--- src/rtl/brk_trig_pkg.sv ---
package brk_trig_pkg;
   localparam int REG_W     = 32;
   localparam int DIS0_BIT  = 18;
   localparam int WID_LSB   = 16;
   localparam int FLG0_BIT  = 15;
   localparam int RSVD_HI   = 20;

   function automatic int width_of(input int code);
      return 1 << code;
   endfunction
endpackage

--- src/rtl/brk_trig_cfg.sv ---
module brk_trig_cfg
   import brk_trig_pkg::*;
#(
   parameter int NUM_CH = 2,
   parameter int WID_W  = 2
) (
   input  logic              clk,
   input  logic              rst_n,
   input  logic              wr_en,
   input  logic [REG_W-1:0]  wdata,
   output logic [NUM_CH-1:0] dis_q,
   output logic [WID_W-1:0]  wcode_q
);
   always_ff @(posedge clk or negedge rst_n) begin
      if (!rst_n) begin
         dis_q   <= '0;
         wcode_q <= '0;
      end else if (wr_en) begin
         dis_q   <= wdata[DIS0_BIT +: NUM_CH];
         wcode_q <= wdata[WID_LSB +: WID_W];
      end
   end
endmodule

--- src/rtl/brk_trig_flags.sv ---
module brk_trig_flags
   import brk_trig_pkg::*;
#(
   parameter int NUM_CH = 2
) (
   input  logic              clk,
   input  logic              rst_n,
   input  logic              wr_en,
   input  logic [REG_W-1:0]  wdata,
   input  logic [NUM_CH-1:0] match,
   output logic [NUM_CH-1:0] flag_q
);
   for (genvar c = 0; c < NUM_CH; c++) begin : g_flag
      localparam int BITPOS = FLG0_BIT - c;
      logic clr;
      assign clr = wr_en && !wdata[BITPOS];
      always_ff @(posedge clk or negedge rst_n) begin
         if (!rst_n)        flag_q[c] <= 1'b0;
         else if (match[c]) flag_q[c] <= 1'b1;   // set beats clear
         else if (clr)      flag_q[c] <= 1'b0;
      end
   end
endmodule

--- src/rtl/brk_trig_pulse.sv ---
module brk_trig_pulse
   import brk_trig_pkg::*;
#(
   parameter int WID_W   = 2,
   parameter bit OUT_REG = 1'b1
) (
   input  logic             clk,
   input  logic             rst_n,
   input  logic             fire,
   input  logic [WID_W-1:0] wcode,
   output logic             trig_n
);
   localparam int MAX_W = 1 << ((1 << WID_W) - 1);
   localparam int CNT_W = $clog2(MAX_W + 1);

   logic [CNT_W-1:0] cnt_q, cnt_d, load_val;

   assign load_val = CNT_W'(1) << wcode;

   always_comb begin
      if (fire)             cnt_d = load_val;
      else if (cnt_q != '0) cnt_d = cnt_q - 1'b1;
      else                  cnt_d = cnt_q;
   end

   always_ff @(posedge clk or negedge rst_n) begin
      if (!rst_n) cnt_q <= '0;
      else        cnt_q <= cnt_d;
   end

   if (OUT_REG) begin : g_oreg
      logic trig_q;
      always_ff @(posedge clk or negedge rst_n) begin
         if (!rst_n) trig_q <= 1'b1;
         else        trig_q <= (cnt_d == '0);
      end
      assign trig_n = trig_q;
   end else begin : g_ocomb
      assign trig_n = (cnt_q == '0);
   end
endmodule

--- src/rtl/brk_trig_ctl.sv ---
module brk_trig_ctl
   import brk_trig_pkg::*;
#(
   parameter int NUM_CH  = 2,
   parameter int WID_W   = 2,
   parameter bit OUT_REG = 1'b1
) (
   input  logic              clk,
   input  logic              rst_n,
   input  logic              reg_wr_en,
   input  logic [REG_W-1:0]  reg_wdata,
   output logic [REG_W-1:0]  reg_rdata,
   input  logic [NUM_CH-1:0] match_i,
   output logic              trig_n_o
);
   if (NUM_CH < 1 || NUM_CH > 2) begin : g_bad_ch
      $error("NUM_CH must be 1 or 2");
   end
   if (WID_W < 1 || WID_W > 2) begin : g_bad_w
      $error("WID_W must be 1 or 2");
   end

   logic [NUM_CH-1:0] dis_q, flag_q;
   logic [WID_W-1:0]  wcode_q;
   logic              fire;

   brk_trig_cfg #(.NUM_CH(NUM_CH), .WID_W(WID_W)) cfg_i (
      .clk(clk), .rst_n(rst_n), .wr_en(reg_wr_en), .wdata(reg_wdata),
      .dis_q(dis_q), .wcode_q(wcode_q));

   brk_trig_flags #(.NUM_CH(NUM_CH)) flags_i (
      .clk(clk), .rst_n(rst_n), .wr_en(reg_wr_en), .wdata(reg_wdata),
      .match(match_i), .flag_q(flag_q));

   assign fire = |(match_i & ~dis_q);

   brk_trig_pulse #(.WID_W(WID_W), .OUT_REG(OUT_REG)) pulse_i (
      .clk(clk), .rst_n(rst_n), .fire(fire), .wcode(wcode_q),
      .trig_n(trig_n_o));

   always_comb begin
      reg_rdata = '0;
      reg_rdata[WID_LSB +: WID_W] = wcode_q;
      for (int c = 0; c < NUM_CH; c++) begin
         reg_rdata[DIS0_BIT + c] = dis_q[c];
         reg_rdata[FLG0_BIT - c] = flag_q[c];
      end
   end
endmodule

--- config.mk ---
export PLATFORM = sky130hd
export DESIGN_NAME = brk_trig_ctl
export DESIGN_NICKNAME = d
export VERILOG_FILES = /design/src/rtl/brk_trig_pkg.sv /design/src/rtl/brk_trig_cfg.sv /design/src/rtl/brk_trig_flags.sv /design/src/rtl/brk_trig_pulse.sv /design/src/rtl/brk_trig_ctl.sv
export SDC_FILE = /design/constraint.sdc
export NUM_CORES = 1
export LEC_CHECK = 0
export BUFFER_PORTS_ARGS = -buffer_cell sky130_fd_sc_hd__buf_4
export CAP_MARGIN = 20
export CORE_MARGIN = 2
export CORE_UTILIZATION = 36
export DETAILED_ROUTE_END_ITERATION = 6
export GPL_TIMING_DRIVEN = 0
export PLACE_DENSITY_LB_ADDON = 0.3
export SYNTH_ARGS = -nofsm -noshare
export SYNTH_HDL_FRONTEND = slang
export SYNTH_SLANG_ARGS = --single-unit
--- constraint.sdc ---
create_clock -name clk -period 1.9 [get_ports clk]
set_clock_uncertainty 0.1 [all_clocks]
set_input_delay 0.095 -clock clk [delete_from_list [all_inputs] [get_ports clk]]
set_output_delay 0.095 -clock clk [all_outputs]
set_load 0.005 [all_outputs]
==> impl_results.md <==
* Outcome: finished, final reports clean
* CP max-delay cell: dfrtp_1
* Most common cell in the netlist: buf_4
* Logic pwr share at 43.3%
* Mapped Area at 743 sq um
* Overall routed net length at 1170 microns
* Cell taking the most area after synthesis: dfrtp_1
* Worst Hold Launch: reg_wr_en
* Reg clk slew, reported paths at 0.07 ns
* Initial DRT Pass Iterations at 2
* Post-layout minimum cycle time at 1.63 ns
* Kind of critical path: reg2reg
* Core Area at 1960 sq um
* Min-Delay Path Class: in2reg
* Die width at 49.4 microns
* Distinct cells, synth at 22
* FF-to-FF Start: pulse_i.cnt_q[0]
* Static Leak at 0.597 nW
* Die ar. at 2440 sq um
* Clock insertion delay at the later pin of the skew report at 0.26 ns
* Post-CTS Setup Bufs at 0
* First-pass GRT wire length at 2000 microns
* IO Pins at 70
* Commonest cells post-synth: 26 x buf_4, 10 x dfrtp_1, 5 x mux2_1, 5 x nand2b_1, 4 x mux2i_1
* Setup_tns at 0 ns
* H-tree Lvls at 1
* Final setup fails at 0
* Worst path cell trace: inv_1 -> ha_1 -> nor3b_4 -> mux2_1 -> and4bb_1
* Initial antenna violation count at 0
* RSZ-0062 raised after global routing: no
* Residual DRC count at 0
* Avg WL per Cell at 7.62 microns
* Syn-to-layout area delta at 50.0%
* Final hold violation count at 0
* CTS Buf Count at 3
* Largest net degree at the start of global routing at 12
* Worst VDD drop at 0.000506 V
* CP Launch Type: register
* GR Layer Usage met1 at 11.5%
* CP delay by family, top: simple AND/OR/NAND/NOR gates
* Cell Int Power at 0.000620 W
* Share of Yosys cell area claimed by the top area cell type at 33.7%
* Dpl ws at 0.251 ns
* Flop pwr share at 39.6%
* Top_reg_cell synth: dfrtp_1
* Diodes inserted at 0
* FILL cells at 188
* Number of flops mapped to enable cells by yosys at 0
* Root Driver: clkbuf_4
* GR Util met3 at 3.37%
* Final Slew Violations at 0
* Asr flop ratio synth at 100%
* Initial Utilization at 37.9%
* Arrival time worst endpoint at 1.73 ns
* Global placement routability congestion at 0.656
* Worst-path maximum fanout at 4
* Final worst slack at 0.266 ns
* Deepest clock path buffer count at 2
* Via count at 575
* Layout cell share with drive strength beyond 1 at 40.9%
* Crit path largest cell delay at 0.40 ns
* Area contributors post-synth: dfrtp_1 34%, buf_4 26%, mux2_1 7.6%
* Total grt overflow at 0
* Die height at 49.4 microns
* MaxCap Viol Count at 0
* CP bufs+invs at 1
* Vias in the first global route at 499
* Req. time, crit path at 1.99 ns
* Avg Cell Area, Syn at 10.3 sq um
* CTS tree: built
* DP HPWL at 990 microns
* Max Clock Freq at 0.612 GHz
* Flop2flop setup slack at 0.27 ns
* Pwr per Cell Area at 805 nW/um^2
* Cells after Synth at 72
* Post-synthesis register bit count at 11
* Critical Path Start: pulse_i.cnt_q[0]
* Antenna viol nets, final at 0
* Total GRT Usage at 10.7%
* Clock sink count at 11
* IO buf count at 17
* Fin nets at 166
* Worst setup EP type: register
* Sequential area share after synthesis at 37.2%
* Period utilization at 86.0%
* GRT Max-Usage Layer: met2
* Net Sw Power at 0.000278 W
* Initial DRC count at 1
* Switching share of total power at 30.9%
* GRT met2 Usage at 19.1%
* Clock share of power at 17.0%
* Std-Cell Rows at 16
* Synthesis Warnings at 0
* Vias per cell at 3.73
[timing repair]
item,in CTS,in global routing
hold buffers,9,0
endpoints found under the hold margin,17,0
gates resized for setup,0,0
[path summary, 6_finish.rpt]
check / end / depth (start not counted)
worst min register to register: cfg_i.dis_q[0] / 1
worst max-delay path: pulse_i.trig_n / 5
max in group asynchronous: pulse_i.trig_n / 2
min in group asynchronous: flags_i.flag_q[0] / 2
worst max register to register: pulse_i.trig_n / 5
worst min-delay path: cfg_i.wcode_q[1] / 2
[stage by stage]
step	cells	hold WS [ns]	utilization, %	power (W)	area, sq um
after floorplan	97	-0.301	-	0.000635	837
after global routing	154	0.00680	56.8	0.000984	1110
after global placement	141	-0.167	50.9	0.000725	998
final	154	0.0161	56.8	0.000897	1110
after detailed placement	141	-0.165	50.9	0.000738	998
after CTS	154	0.00744	56.8	0.000913	1110
[layout make-up]
| type | instances | area (sq um) | area share [%] |
|---|---|---|---|
| tap | 27 | 33.8 | 3.03 |
| buffer | 26 | 195 | 17.5 |
| clock buffer | 4 | 26.3 | 2.36 |
| multi-input combinational | 56 | 350 | 31.4 |
| sequential | 11 | 277 | 24.8 |
| inverter | 4 | 15.0 | 1.35 |
| timing repair buffer | 26 | 218 | 19.5 |
[placed cells by master, fill, tap and decap left out, types with 3 or more instances in the layout]
cell,instances
buf_4,43
conb_1,26
dfrtp_1,10
dlygate4sd3_1,9
nand2b_1,5
mux2_1,5
mux2i_1,4
clkbuf_4,3
[registers in the layout (all words and copies together), names as in the netlist]
signal / cells
flags_i.flag_q: 2
pulse_i.cnt_q: 4
cfg_i.dis_q: 2
pulse_i.trig_n: 1
cfg_i.wcode_q: 2
[power groups by stage]
stage                     Sequential (W)  Clock [W]  Combinational (W)
after detailed placement        0.000362          0           0.000376
after floorplan                 0.000355          0           0.000280
after CTS                       0.000357   0.000161           0.000394
after global routing            0.000362   0.000182           0.000439
after global placement          0.000358          0           0.000367
final                           0.000356   0.000153           0.000389
[routing by layer]
layer  wire, microns  up-vias
li1                -      295
met2             591       33
met5               0        -
met1             439      245
met4              19        0
met3             122        2
[cells by family after synthesis]
family	count (synthesis)	synth area share (%)
AOI/OAI and AO/OA	4	3.70
DFF	11	37.2
adders and majority gates	1	1.68
muxes	10	14.5
other	1	0.505
buffers and inverters	30	28.3
and+or+nand+nor	14	13.0
xor gates and xnor gates	1	1.18
(Power assumes the default switching activity.)
